<file path="config.mk">
export PLATFORM = sky130hd
export DESIGN_NAME = ring_fifo_slice
export DESIGN_NICKNAME = d
export VERILOG_FILES = /design/src/rtl/ring_slice_pkg.sv /design/src/rtl/slice_ram.sv /design/src/rtl/slice_ptrs.sv /design/src/rtl/slice_token_ctrl.sv /design/src/rtl/ring_fifo_slice.sv
export SDC_FILE = /design/constraint.sdc
export NUM_CORES = 1
export LEC_CHECK = 0
export BUFFER_PORTS_ARGS = -buffer_cell sky130_fd_sc_hd__clkbuf_2
export CAP_MARGIN = 20
export CORE_MARGIN = 2
export CORE_UTILIZATION = 59
export DETAILED_ROUTE_END_ITERATION = 16
export PLACE_DENSITY = 0.81
export SYNTH_ARGS = -nofsm -noshare
export SYNTH_HDL_FRONTEND = slang
export SYNTH_SLANG_ARGS = --single-unit
</file>
<file path="constraint.sdc">
create_clock -name clk -period 3.65 [get_ports clk]
set_input_delay 0.73 -clock clk [delete_from_list [all_inputs] [get_ports clk]]
set_output_delay 0.73 -clock clk [all_outputs]
set_load 0.005 [all_outputs]
</file>
<file path="src/rtl/ring_slice_pkg.sv">
package ring_slice_pkg;

  typedef enum logic {
    SLICE_SOLO = 1'b0,
    SLICE_RING = 1'b1
  } slice_mode_e;

  // Standalone only when expansion-in is strapped low and first-load is high.
  function automatic slice_mode_e pick_mode(input logic exp_in_n, input logic first_n);
    return (!exp_in_n && first_n) ? SLICE_SOLO : SLICE_RING;
  endfunction

endpackage

</file>
<file path="src/rtl/slice_ram.sv">
module slice_ram #(
  parameter int WIDTH = 9,
  parameter int DEPTH = 8
) (
  input  logic                       clk,
  input  logic                       rst,
  input  logic                       we,
  input  logic [$clog2(DEPTH)-1:0]   waddr,
  input  logic [WIDTH-1:0]           wdata,
  input  logic                       re,
  input  logic [$clog2(DEPTH)-1:0]   raddr,
  output logic [WIDTH-1:0]           rdata
);

  logic [WIDTH-1:0] mem [DEPTH];

  always_ff @(posedge clk) begin
    if (we) mem[waddr] <= wdata;
  end

  always_ff @(posedge clk) begin
    if (rst)     rdata <= '0;
    else if (re) rdata <= mem[raddr];
  end

endmodule

</file>
<file path="src/rtl/slice_ptrs.sv">
module slice_ptrs #(
  parameter int DEPTH = 8
) (
  input  logic                       clk,
  input  logic                       rst,
  input  logic                       wr_req,
  input  logic                       rd_req,
  input  logic                       have_w,
  input  logic                       have_r,
  output logic                       do_wr,
  output logic                       do_rd,
  output logic [$clog2(DEPTH)-1:0]   waddr,
  output logic [$clog2(DEPTH)-1:0]   raddr,
  output logic                       w_last,
  output logic                       r_last,
  output logic                       full_cnt,
  output logic                       empty_cnt,
  output logic                       hf_next
);

  localparam int AW   = $clog2(DEPTH);
  localparam int CW   = AW + 1;
  localparam int HALF = DEPTH / 2;
  localparam logic [AW-1:0] TOP = AW'(DEPTH - 1);

  logic [CW-1:0] cnt, cnt_next;

  assign full_cnt  = (cnt == CW'(DEPTH));
  assign empty_cnt = (cnt == '0);
  assign do_wr     = wr_req & have_w & ~full_cnt;
  assign do_rd     = rd_req & have_r & ~empty_cnt;
  assign w_last    = do_wr & (waddr == TOP);
  assign r_last    = do_rd & (raddr == TOP);
  assign cnt_next  = cnt + CW'(do_wr) - CW'(do_rd);
  assign hf_next   = (cnt_next > CW'(HALF));

  always_ff @(posedge clk) begin
    if (rst) begin
      cnt   <= '0;
      waddr <= '0;
      raddr <= '0;
    end else begin
      cnt <= cnt_next;
      if (do_wr) waddr <= (waddr == TOP) ? '0 : waddr + AW'(1);
      if (do_rd) raddr <= (raddr == TOP) ? '0 : raddr + AW'(1);
    end
  end

  initial assert (DEPTH >= 2 && (1 << AW) == DEPTH)
    else $error("slice depth must be a power of two");

  assert_cnt_bound_R6: assert property (@(posedge clk) disable iff (rst)
    cnt <= CW'(DEPTH));

  assert_full_holds_wptr_R6: assert property (@(posedge clk) disable iff (rst)
    (full_cnt && !do_rd) |=> $stable(waddr));

  assert_empty_holds_rptr_R7: assert property (@(posedge clk) disable iff (rst)
    (empty_cnt && !do_wr) |=> $stable(raddr));

endmodule

</file>
<file path="src/rtl/slice_token_ctrl.sv">
module slice_token_ctrl
  import ring_slice_pkg::*;
(
  input  logic clk,
  input  logic rst,
  input  logic first_n,
  input  logic exp_in_n,
  input  logic w_last,
  input  logic r_last,
  input  logic hf_next,
  output logic have_w,
  output logic have_r,
  output logic exp_out_n
);

  slice_mode_e mode_q, mode_sel;
  logic        wr_tok, rd_tok, expect_w, xo_q;
  logic        is_ring, in_pulse;

  assign mode_sel = pick_mode(exp_in_n, first_n);
  assign is_ring  = (mode_q == SLICE_RING);
  assign in_pulse = is_ring & ~exp_in_n;

  // Tokens reach a slice alternately, write first, so one toggle names the pulse.
  assign have_w    = wr_tok | (in_pulse & expect_w);
  assign have_r    = rd_tok | (in_pulse & ~expect_w);
  assign exp_out_n = xo_q;

  always_ff @(posedge clk) begin
    if (rst) begin
      mode_q   <= mode_sel;
      wr_tok   <= (mode_sel == SLICE_SOLO) | ~first_n;
      rd_tok   <= (mode_sel == SLICE_SOLO) | ~first_n;
      expect_w <= 1'b1;
      xo_q     <= 1'b1;
    end else if (is_ring) begin
      wr_tok <= have_w & ~w_last;
      rd_tok <= have_r & ~r_last;
      if (in_pulse) expect_w <= ~expect_w;
      xo_q <= ~(w_last | r_last);
    end else begin
      xo_q <= ~hf_next;
    end
  end

  assert_mode_hold_R1: assert property (@(posedge clk) disable iff (rst)
    !$past(rst) |-> $stable(mode_q));

  assert_single_handoff_R5: assert property (@(posedge clk) disable iff (rst)
    is_ring |-> !(w_last && r_last));

  assert_wtok_drop_R4: assert property (@(posedge clk) disable iff (rst)
    (is_ring && w_last) |=> !wr_tok);

  assert_rtok_drop_R5: assert property (@(posedge clk) disable iff (rst)
    (is_ring && r_last) |=> !rd_tok);

endmodule

</file>
<file path="src/rtl/ring_fifo_slice.sv">
module ring_fifo_slice #(
  parameter int WIDTH = 9,
  parameter int DEPTH = 8
) (
  input  logic             clk,
  input  logic             rst,
  input  logic             first_n,
  input  logic             exp_in_n,
  input  logic             wr_en,
  input  logic [WIDTH-1:0] wr_data,
  input  logic             rd_en,
  output logic [WIDTH-1:0] rd_data,
  output logic             rd_drive,
  output logic             slice_full,
  output logic             slice_empty,
  output logic             exp_out_n
);

  localparam int AW = $clog2(DEPTH);

  logic          have_w, have_r, do_wr, do_rd, w_last, r_last;
  logic          full_cnt, empty_cnt, hf_next;
  logic [AW-1:0] waddr, raddr;
  logic [WIDTH-1:0] q;

  slice_token_ctrl u_tok (
    .clk       (clk),
    .rst       (rst),
    .first_n   (first_n),
    .exp_in_n  (exp_in_n),
    .w_last    (w_last),
    .r_last    (r_last),
    .hf_next   (hf_next),
    .have_w    (have_w),
    .have_r    (have_r),
    .exp_out_n (exp_out_n)
  );

  slice_ptrs #(.DEPTH(DEPTH)) u_ptrs (
    .clk       (clk),
    .rst       (rst),
    .wr_req    (wr_en),
    .rd_req    (rd_en),
    .have_w    (have_w),
    .have_r    (have_r),
    .do_wr     (do_wr),
    .do_rd     (do_rd),
    .waddr     (waddr),
    .raddr     (raddr),
    .w_last    (w_last),
    .r_last    (r_last),
    .full_cnt  (full_cnt),
    .empty_cnt (empty_cnt),
    .hf_next   (hf_next)
  );

  slice_ram #(.WIDTH(WIDTH), .DEPTH(DEPTH)) u_ram (
    .clk   (clk),
    .rst   (rst),
    .we    (do_wr),
    .waddr (waddr),
    .wdata (wr_data),
    .re    (do_rd),
    .raddr (raddr),
    .rdata (q)
  );

  always_ff @(posedge clk) begin
    if (rst) rd_drive <= 1'b0;
    else     rd_drive <= do_rd;
  end

  assign rd_data     = rd_drive ? q : '0;
  assign slice_full  = have_w & full_cnt;
  assign slice_empty = have_r & empty_cnt;

  assert_drive_after_read_R8: assert property (@(posedge clk) disable iff (rst)
    rd_drive |-> $past(rd_en));

endmodule

</file>
Word level (Yosys, flattened, before mapping)
Memories as Yosys holds them, arrays and structs flattened. A register that Yosys moved wholly into a read port is not among the register bits.
Index checks and enable logic that the tools add are counted.
{"block": "word_totals", "ff_bits": 16, "ramBits": 72, "input_bits": 15, "output_inout_bits": 13, "word_cells": 60, "n_memories": 1}
{"name": "u_ram.mem", "depth": 8, "width": 9, "read_ports": 1, "rd_clocked_by_memory_dff": 1, "write_ports": 1, "line": "slice_ram.sv:15", "text": "logic [WIDTH-1:0] mem [DEPTH];"}
{"block": "op_classes", "n_addsub": 4, "n_lt_le_gt_ge": 1, "n_eq_ne": 3, "n_mux": 11, "bitwise_logic": 26, "reduce_logical": 5}
{"cell": "$and A1 B1 Y1", "n": 13}
{"cell": "$mux W9", "n": 1}
{"cell": "$not A1 Y1", "n": 9}
{"cell": "$mux W1", "n": 8}
{"cell": "$add A3 B1 Y3 const B", "n": 2}
{"cell": "$eq A3 B3 Y1 const B", "n": 2}
{"cell": "$mux W3", "n": 2}
{"cell": "$add A4 B1 Y4", "n": 1}
{"cell": "$eq A4 B4 Y1 const B", "n": 1}
{"cell": "$gt A4 B3 Y1 const B", "n": 1}
{"cell": "$logic_not A4 Y1", "n": 1}
{"cell": "$or A1 B1 Y1", "n": 4}
{"cell": "$sub A4 B1 Y4", "n": 1}
{"cell": "$reduce_and A2 Y1", "n": 1}
{"cell": "$reduce_bool A2 Y1", "n": 1}
{"cell": "$logic_and A1 B1 Y1", "n": 1}
{"cell": "$logic_not A1 Y1", "n": 1}

Depth between registers and ports, before layout
Gate-level depths: netlist of run 1.
{"block": "depth", "word_depth": 11, "ltp_mapped": 14, "depth_no_buf": 13}

By module
A second synthesis of run 1 with hierarchy kept.
{"block": "hier_totals", "cells_unflattened": 285, "hier_area_um2": 4135.2}
{"mod": "slice_ram", "instances": 1, "cells_each": 179, "area_each_um2": 3186.8, "seq_area_each_um2": 2342.2}
{"mod": "slice_ptrs", "instances": 1, "cells_each": 71, "area_each_um2": 615.6, "seq_area_each_um2": 200.2}
{"mod": "slice_token_ctrl", "instances": 1, "cells_each": 22, "area_each_um2": 237.7, "seq_area_each_um2": 130.1}
{"mod": "ring_fifo_slice", "instances": 1, "cells_each": 13, "area_each_um2": 95.1, "seq_area_each_um2": 20.0}

Worst setup path before layout of run 1
Ideal clock, no wire load.
{"block": "synth_timing", "path_type": "input-to-reg", "from": "input exp_in_n", "to": "register u_tok.xo_q, in the netlist u_tok.exp_out_n", "setup_time_ps": 95, "arrival_ps": 2536, "t_required_ps": 3555, "setup_slack_ps": 1019, "path_stages": 12, "path_buffers": 1, "path_cell_list": "nor3b_4 o211ai_4 inv_4 buf_6 ha_1 inv_1 ha_1 inv_1 fa_1 xor2_1 a21oi_1 o311ai_1"}
{"block": "synth_via", "elab_cells_between_ends": 19, "cone_classes": "add/sub (2); order compare (1); mux (1); bitwise (15)"}
{"element": "start: declaration", "line": "ring_fifo_slice.sv:8", "text": "input logic exp_in_n,"}
{"element": "$not A1 Y1 *", "line": "slice_token_ctrl.sv:22", "text": "assign in_pulse = is_ring & ~exp_in_n;"}
{"element": "$and A1 B1 Y1 *", "line": "slice_token_ctrl.sv:22"}
{"element": "$and A1 B1 Y1 *", "line": "slice_token_ctrl.sv:26", "text": "assign have_r = rd_tok | (in_pulse & ~expect_w);"}
{"element": "$or A1 B1 Y1 *", "line": "slice_token_ctrl.sv:26"}
{"element": "$and A1 B1 Y1 * (2 in series)", "line": "slice_ptrs.sv:31", "text": "assign do_rd = rd_req & have_r & ~empty_cnt;"}
{"element": "net do_rd", "line": "ring_fifo_slice.sv:21", "text": "logic have_w, have_r, do_wr, do_rd, w_last, r_last;"}
{"element": "$sub A4 B1 Y4 / $and A1 B1 Y1 (equally long branches)", "line": "slice_ptrs.sv:34, slice_ptrs.sv:33"}
{"element": "$gt A4 B3 Y1 / $or A1 B1 Y1 (equally long branches)", "line": "slice_ptrs.sv:35, slice_token_ctrl.sv:40"}
{"element": "$not A1 Y1 (on tied branches)", "line": "slice_token_ctrl.sv:42, slice_token_ctrl.sv:40"}
{"element": "$mux W1 *", "line": "slice_token_ctrl.sv:36", "text": "end else if (is_ring) begin"}
{"element": "end signal: assignment", "line": "slice_token_ctrl.sv:40", "text": "xo_q <= ~(w_last | r_last);"}
{"element": "end signal: assignment", "line": "slice_token_ctrl.sv:42", "text": "xo_q <= ~hf_next;"}
{"element": "end: declaration", "line": "slice_token_ctrl.sv:17", "text": "logic wr_tok, rd_tok, expect_w, xo_q;"}
The timed path passes the listed nets; every way through them passes the cells marked *.
A chain may end at the register's enable or synchronous reset.

Final worst setup path of run 1
{"block": "layout_timing", "from": "register u_ptrs.cnt[2]", "to": "register u_tok.xo_q, in the netlist u_tok.exp_out_n"}
{"block": "layout_via", "elab_chain_cells": 8, "elab_cells_between_ends": 15, "cone_classes": "add/sub (2); order compare (1); eq/ne (1); mux (1); bitwise (9); reduce/logical (1)"}
{"element": "start: declaration", "line": "slice_ptrs.sv:26", "text": "logic [CW-1:0] cnt, cnt_next;"}
{"element": "start signal: assignment", "line": "slice_ptrs.sv:43", "text": "cnt <= cnt_next;"}
{"element": "$eq A4 B4 Y1", "line": "slice_ptrs.sv:28", "text": "assign full_cnt = (cnt == CW'(DEPTH));"}
{"element": "$not A1 Y1", "line": "slice_ptrs.sv:30", "text": "assign do_wr = wr_req & have_w & ~full_cnt;"}
{"element": "$and A1 B1 Y1", "line": "slice_ptrs.sv:30"}
{"element": "$add A4 B1 Y4", "line": "slice_ptrs.sv:34", "text": "assign cnt_next = cnt + CW'(do_wr) - CW'(do_rd);"}
{"element": "$sub A4 B1 Y4", "line": "slice_ptrs.sv:34"}
{"element": "$gt A4 B3 Y1", "line": "slice_ptrs.sv:35", "text": "assign hf_next = (cnt_next > CW'(HALF));"}
{"element": "$not A1 Y1", "line": "slice_token_ctrl.sv:42"}
{"element": "$mux W1 *", "line": "slice_token_ctrl.sv:36"}
Every way passes the cells marked *; elsewhere a longest branch is shown, timed or not.

==> results.md, run 1 <==
* CP max-delay cell: or3b_4
* Total global-route track usage at 20.27%
* Clock sinks at 97
* Largest net degree at the start of global routing at 28
* Leakage power at 1.550 nW
* Initial antenna violation count at 0
* DP Wirelength at 4.273 mm
* Setup bufs post-CTS at 0
* Syn Area/Cell at 16.54 µm²
* Post-DRT Antenna Nets at 0
* Minimum clock period at 2.839 ns
* Synth Area in Adders at 3.567%
* Register area share after synthesis at 66.17%
* Max-slew violations at 0
* Core Area at 6719 µm²
* CTS H-Tree Depth at 3
* TritonCTS clock tree: done
* Rows at 30
* GR peak layer: met2
* Warnings from Yosys at 0
* Slew @ Worst Pin at 0.9596 ns
* Initial DRC count at 203
* Clock buffer depth at 2
* Top FF cell, synth: edfxtp_1
* Syn Std Cell Area at 4069 µm²
* Grt met1 use at 27.80%
* First-pass GRT wire length at 10.90 mm
* Seq cells post-synth at 97
* Mux cell area share after synthesis at 12.42%
* PwrDens at 584.9 nW/µm²
* Net Count, Synth at 272
* IO Port Bufs at 27
* GP Congestion at 0.8217
* DIE WIDTH at 87.05 µm
* Critical Path, Cell by Cell: inv_1 > ha_1 > or3b_4 > o211ai_4 > inv_4 > ha_1 > inv_1 > ha_1 > inv_1 > fa_1 > xor2_1 > a21oi_1 > o311ai_1
* Post-CTS resize count at 0
* Largest stage delay, worst path at 0.40 ns
* Via density at 5.837
* Setup-failing EPs final at 0
* Delay-heaviest family, CP: adder cells
* Post-synth ARST share at 0%
* Total negative slack at 0 ns
* Post-layout util at 67.15%
* Worst-path maximum fanout at 21
* Num CTS Buffers at 9
* Max-slew headroom at 35.94%
* Max cap viols at 0
* HP Class: flip-flop to flip-flop
* Initial Util at 60.56%
* Post-cts hold buffer count at 0
* DRC errors left at 0
* Crit path launch type: flip-flop
* Die height at 87.05 µm
* Root buf cell: clkbuf_8
* Final hold violations at 0
* Drt first pass iters at 5
* Routed wire length per instance at 18.52 µm
* Clock transition at path regs at 0.10 ns
* Clk Latency, worst-skew pair at 0.38 ns
* Run status: complete, no violations
* Antenna diode count at 0
* Most frequent cells in the layout: edfxtp_1, clkbuf_2, dfxtp_1, mux4_2, nor2_1
* Xor/xnor share of the synthesized area at 0.4305%
* Crit Path Category: flip-flop to flip-flop
* Fmax achieved at 0.3522 GHz
* EDFF count, synth at 75
* Post-synthesis simple-gate area fraction at 8.149%
* Met2 Use GR at 31.44%
* Post-synthesis compound-gate area fraction at 6.181%
* Arrival @ worst endpoint at 3.13 ns
* Main combinational cell family by area after synthesis: multiplexers
* M3 GR Usage at 4.834%
* Overflow after GRT at 0
* Total Die Area at 7577 µm²
* Most common cell after layout, fill and taps aside: edfxtp_1
* DRT Wirelength at 6.796 mm
* Setup crit end kind: flip-flop
* Worst vdd ir at 0.3069 mV
* RSZ-0062 raised after global routing: no
* Final nets at 308
* Layout cells sized above 1 at 34.15%
* Syn-to-layout area delta at 10.89%
* Crit path buffers/inverters at 4
* Library cells used by synthesis at 41
* Via count at 2142
* Vias in the first global route at 2126
* Period utilization at 77.79%
* Io pins at 28
* Max Clock Skew at 0.01384 ns
* Synth Instances at 246
* Worst Path Required at 3.94 ns
sequential cells by signal, summed over array words and instances (netlist names):
signal / count
u_ptrs.raddr: 3
rd_drive: 1
u_ram.mem: 72
u_tok.exp_out_n: 1
u_tok.is_ring: 1
u_tok.wr_tok: 1
u_ptrs.cnt: 4
u_ptrs.waddr: 3
u_tok.rd_tok: 1
u_ram.rdata: 9
u_tok.expect_w: 1
path summary, 6_finish.rpt:
kind	slack [ns]	from	cells after the start	to
hold reg to reg	0.52	u_ram.rdata[2]$_SDFFE_PP0P_	2	u_ram.rdata[2]$_SDFFE_PP0P_
hold / removal	0.52	u_ram.rdata[2]$_SDFFE_PP0P_	2	u_ram.rdata[2]$_SDFFE_PP0P_
setup reg to reg	0.81	u_ptrs.cnt[2]$_SDFF_PP0_	13	u_tok.exp_out_n$_SDFF_PP1_
setup / recovery	0.81	u_ptrs.cnt[2]$_SDFF_PP0_	13	u_tok.exp_out_n$_SDFF_PP1_
layout make-up:
| cell class | instances | area [µm²] |
|---|---|---|
| clock buffers | 9 | 123.9 |
| clock inverters | 7 | 87.58 |
| fillers | 456 | 2207 |
| inverters | 12 | 47.55 |
| multi-input cells | 126 | 1257 |
| flip-flops and latches | 97 | 2693 |
| well taps | 80 | 100.1 |
| repair buffers | 36 | 202.7 |
cell usage after synthesis, types with 4 or more instances:
library cell / count / area, µm²
nor2_2: 8 / 50.05
inv_1: 11 / 41.29
dfxtp_1: 22 / 440.4
mux4_2: 18 / 405.4
nor3_1: 4 / 20.02
a211oi_2: 9 / 112.6
nand2_1: 10 / 37.54
and2_1: 9 / 56.30
mux2i_1: 10 / 100.1
a21oi_1: 7 / 35.03
ha_1: 10 / 125.1
edfxtp_1: 75 / 2252
nor2_1: 15 / 56.30
metal layers:
metal	wire, µm	vias to the layer above	part of all wire (%)
met2	3212	58	47
met1	3121	1068	46
met4	142	0	2.1
met5	0	-	0
met3	320	11	4.7
li1	-	1005	-
power breakdown:
group	switching (mW)	internal (mW)
Sequential	0.0610	1.28
Combinational	0.310	0.270
Clock	0.392	0.328
logic make-up after synthesis:
family / count (synthesis)
flip-flops: 97
multiplexers: 28
adder cells (fa/ha/maj): 11
XOR/XNOR: 2
buffers and inverters: 23
AND/OR/NAND/NOR: 59
AO/OA/AOI/OAI: 26
worst min-delay path, delay by kind of cell (launching register included):
family	cells	cell delay (ns)
flip-flops	1	0.33
AO/OA/AOI/OAI	1	0.05
AND/OR/NAND/NOR	1	0.11
per-stage QoR:
| step | total power [mW] | cell area (µm²) | hold WS, ns | setup slack, ns | cells |
|---|---|---|---|---|---|
| 3_5_place_dp | 1.945 | 4300 | 0.5059 | 0.5986 | 351 |
| 6_report | 2.639 | 4512 | 0.5197 | 0.8108 | 367 |
| 5_1_grt | 2.778 | 4512 | 0.5394 | 0.5718 | 367 |
| 4_1_cts | 2.659 | 4512 | 0.5257 | 0.8309 | 367 |
| 2_1_floorplan | 1.819 | 4069 | 0.4927 | 1.019 | 246 |
| 3_3_place_gp | 1.918 | 4300 | 0.5044 | 0.6627 | 351 |
(Power assumes the default switching activity.)
==> run 2: changes to the inputs <==
--- a/config.mk
+++ b/config.mk
@@ -8,9 +8,9 @@
 export BUFFER_PORTS_ARGS = -buffer_cell sky130_fd_sc_hd__clkbuf_2
 export CAP_MARGIN = 20
 export CORE_MARGIN = 2
-export CORE_UTILIZATION = 59
+export CORE_UTILIZATION = 54
 export DETAILED_ROUTE_END_ITERATION = 16
-export PLACE_DENSITY = 0.81
+export PLACE_DENSITY = 0.78
 export SYNTH_ARGS = -nofsm -noshare
 export SYNTH_HDL_FRONTEND = slang
 export SYNTH_SLANG_ARGS = --single-unit
==> constraint.sdc (replaced) <==
create_clock -name clk -period 2.5 [get_ports clk]
set_input_delay 0.5 -clock clk [delete_from_list [all_inputs] [get_ports clk]]
set_output_delay 0.5 -clock clk [all_outputs]
set_load 0.005 [all_outputs]
==> run 2 against run 1 <==
Die area grew 8.8%; global-route usage shrank 2.1 points; combinational power grew 76%; fmax grew 19%; cell area grew 2.9%; clock skew grew 0.0019 ns; flip-flop and latch count is the same; power grew 50%; critical path depth shrank 1; final cell count grew 6.3%; register-to-register slack lost 0.69 ns.
==> results.md, run 2 (synthesized netlist as in run 1, its figures left out) <==
* Run status: complete, no violations
* Final nets at 312 (+1.3%)
* Largest stage delay, worst path at 0.53 ns (+0.13 ns)
* Root buf cell: clkbuf_8
* First-pass GRT wire length at 11.07 mm (+1.5%)
* Antenna diode count at 0 (unchanged)
* Vias in the first global route at 2150 (+1.1%)
* Critical Path, Cell by Cell: inv_1 > ha_4 > or3b_4 > o211ai_4 > inv_4 > ha_4 > inv_2 > ha_4 > inv_2 > fa_2 > a21oi_2 > o311ai_2
* Total Die Area at 8246 µm² (+8.8%)
* RSZ-0062 raised after global routing: no
* CP max-delay cell: fa_2
* Crit path buffers/inverters at 4 (unchanged)
* Period utilization at 95.33% (+18 points)
* Total global-route track usage at 18.19% (-2.1 points)
* Overflow after GRT at 0 (unchanged)
* Num CTS Buffers at 9 (unchanged)
* Slew @ Worst Pin at 1.001 ns (+0.04143 ns)
* Reg with most FFs: u_ram.mem
* HP Class: input pin to flip-flop
* DRT Wirelength at 6.786 mm (-0.15%)
* Crit-path most repeated cell: ha_4
* Leakage power at 1.576 nW (+1.7%)
* Crit path launch type: flip-flop
* Most frequent cells in the layout: edfxtp_1, clkbuf_2, dfxtp_1, mux4_2, nor2_1
* Setup crit end kind: flip-flop
* Clk Latency, worst-skew pair at 0.37 ns (about the same)
* Post-cts hold buffer count at 0 (unchanged)
* Crit Path Category: flip-flop to flip-flop
* Syn-to-layout area delta at 14.05%
* Rows at 31 (+3.3%)
* Clock buffer depth at 2 (unchanged)
* Worst Path Required at 2.78 ns (-1.16 ns)
* Via count at 2117 (-1.2%)
* IO Port Bufs at 27 (unchanged)
* Max-slew violations at 0 (unchanged)
* Layout cells sized above 1 at 39.86% (+5.7 points)
* Initial DRC count at 200 (-1.5%)
* Worst setup margin at 0.1168 ns (-0.6940 ns)
* Leading registers by flop count: u_ram.mem: 72 flops, u_ram.rdata: 9 flops, u_ptrs.cnt: 4 flops
* Max Clock Skew at 0.01577 ns (+0.001929 ns)
* Io pins at 28 (unchanged)
* Max reg flops at 72 (unchanged)
* DRC errors left at 0 (unchanged)
* Initial Util at 55.80% (-4.8 points)
* Routed wire length per instance at 17.40 µm (-6.0%)
* Max cap viols at 0 (unchanged)
* Delay-heaviest family, CP: adder cells
* Final hold violations at 0 (unchanged)
* GP Congestion at 0.7360 (-10%)
* TritonCTS clock tree: done
* PwrDens at 855.8 nW/µm² (+46%)
* Setup-failing EPs final at 0 (unchanged)
* Post-layout util at 63.64% (-3.5 points)
* Die height at 90.81 µm (+4.3%)
* Worst-path maximum fanout at 2 (-90%)
* Post-DRT Antenna Nets at 0 (unchanged)
* Most common cell after layout, fill and taps aside: edfxtp_1
* Arrival @ worst endpoint at 2.67 ns (-0.46 ns)
* Fill count at 540 (+18%)
* DIE WIDTH at 90.81 µm (+4.3%)
* Max-slew headroom at 33.02% (-2.9 points)
* Clock sinks at 97 (unchanged)
* DP Wirelength at 4.432 mm (+3.7%)
* Minimum clock period at 2.383 ns (-0.4560 ns)
* Setup WS pre-CTS at -0.005212 ns (-0.6038 ns)
* Initial antenna violation count at 0 (unchanged)
* Fmax achieved at 0.4196 GHz (+19%)
* Clock transition at path regs at 0.11 ns (about the same)
* Drt first pass iters at 4 (-1)
* CTS H-Tree Depth at 3 (unchanged)
* Worst vdd ir at 0.4392 mV (+43%)
* Largest net degree at the start of global routing at 28 (unchanged)
* Core Area at 7292 µm² (+8.5%)
* Via density at 5.428 (-7.0%)
[run 2: cell types whose count changed in the layout (fill, tap and decap cells not counted), sizes merged]
cell,before,now
clkinvlp,2,0
buf,9,13
inv,14,15
clkinv,2,4
bufinv,1,0
[run 2: per-stage QoR]
step | instances | total power [mW] | TNS (ns) | instance area, µm² | hold WS (ns)
finish | 390 | 3.972 | 0 | 4641 | 0.3979
global route | 390 | 4.193 | 0 | 4641 | 0.4033
CTS | 389 | 3.948 | 0 | 4596 | 0.3877
detailed placement | 373 | 2.942 | -0.005212 | 4385 | 0.5028
global placement | 373 | 2.906 | 0 | 4385 | 0.5061
floorplan | 246 | 2.726 | -0.006783 | 4111 | 0.4927
[run 2: metal layers]
| layer | wire, µm | up-vias | GRT usage (%) | part of all wire, % |
|---|---|---|---|---|
| li1 | - | 1018 | - | - |
| met1 | 3063 | 1044 | 23.88 | 45 |
| met2 | 3355 | 45 | 29.42 | 49 |
| met3 | 233 | 10 | 4.007 | 3.4 |
| met4 | 133 | 0 | 7.955 | 2.0 |
| met5 | 0 | - | 0 | 0 |
[run 2: path summary, 6_finish.rpt]
path	start	to	slack (ns)	cells after the start
hold reg to reg	u_ram.rdata[4]$_SDFFE_PP0P_	u_ram.rdata[4]$_SDFFE_PP0P_	0.52	2
setup / recovery	u_ptrs.cnt[3]$_SDFF_PP0_	u_tok.exp_out_n$_SDFF_PP1_	0.12	12
hold / removal	first_n	u_tok.is_ring$_DFFE_PP_	0.40	2
setup reg to reg	u_ptrs.cnt[3]$_SDFF_PP0_	u_tok.exp_out_n$_SDFF_PP1_	0.12	12
[run 2: layout make-up]
cell class	count	area (µm²)	area share [%]
clock inverters	7	83.83	1.806
repair buffers	40	232.7	5.015
multi-input cells	126	1331	28.69
inverters	12	50.05	1.078
flip-flops and latches	97	2695	58.07
well taps	99	123.9	2.669
clock buffers	9	123.9	2.669
[run 2: what timing repair did]
item                       4_1_cts  5_1_grt
pin swaps                        0        5
buffers inserted                 0        1
cloned                           0        0
resized for setup                1        8
setup endpoints to repair        1        1
[run 2: worst reg2reg max path, delay by kind of cell (launching register included)]
family | cells | cell delay (ns)
DFF | 1 | 0.34
AOI/OAI and AO/OA | 3 | 0.37
and+or+nand+nor | 1 | 0.39
buffers and inverters | 4 | 0.23
adders and majority gates | 4 | 0.98
[run 2: power breakdown]
group	leakage (nW)	switching, mW	total, mW	internal (mW)
clock network	0.105	0.599	1.00	0.402
logic	0.609	0.529	1.02	0.495
registers	0.862	0.0779	1.95	1.87
total	1.58	1.21	3.97	2.77
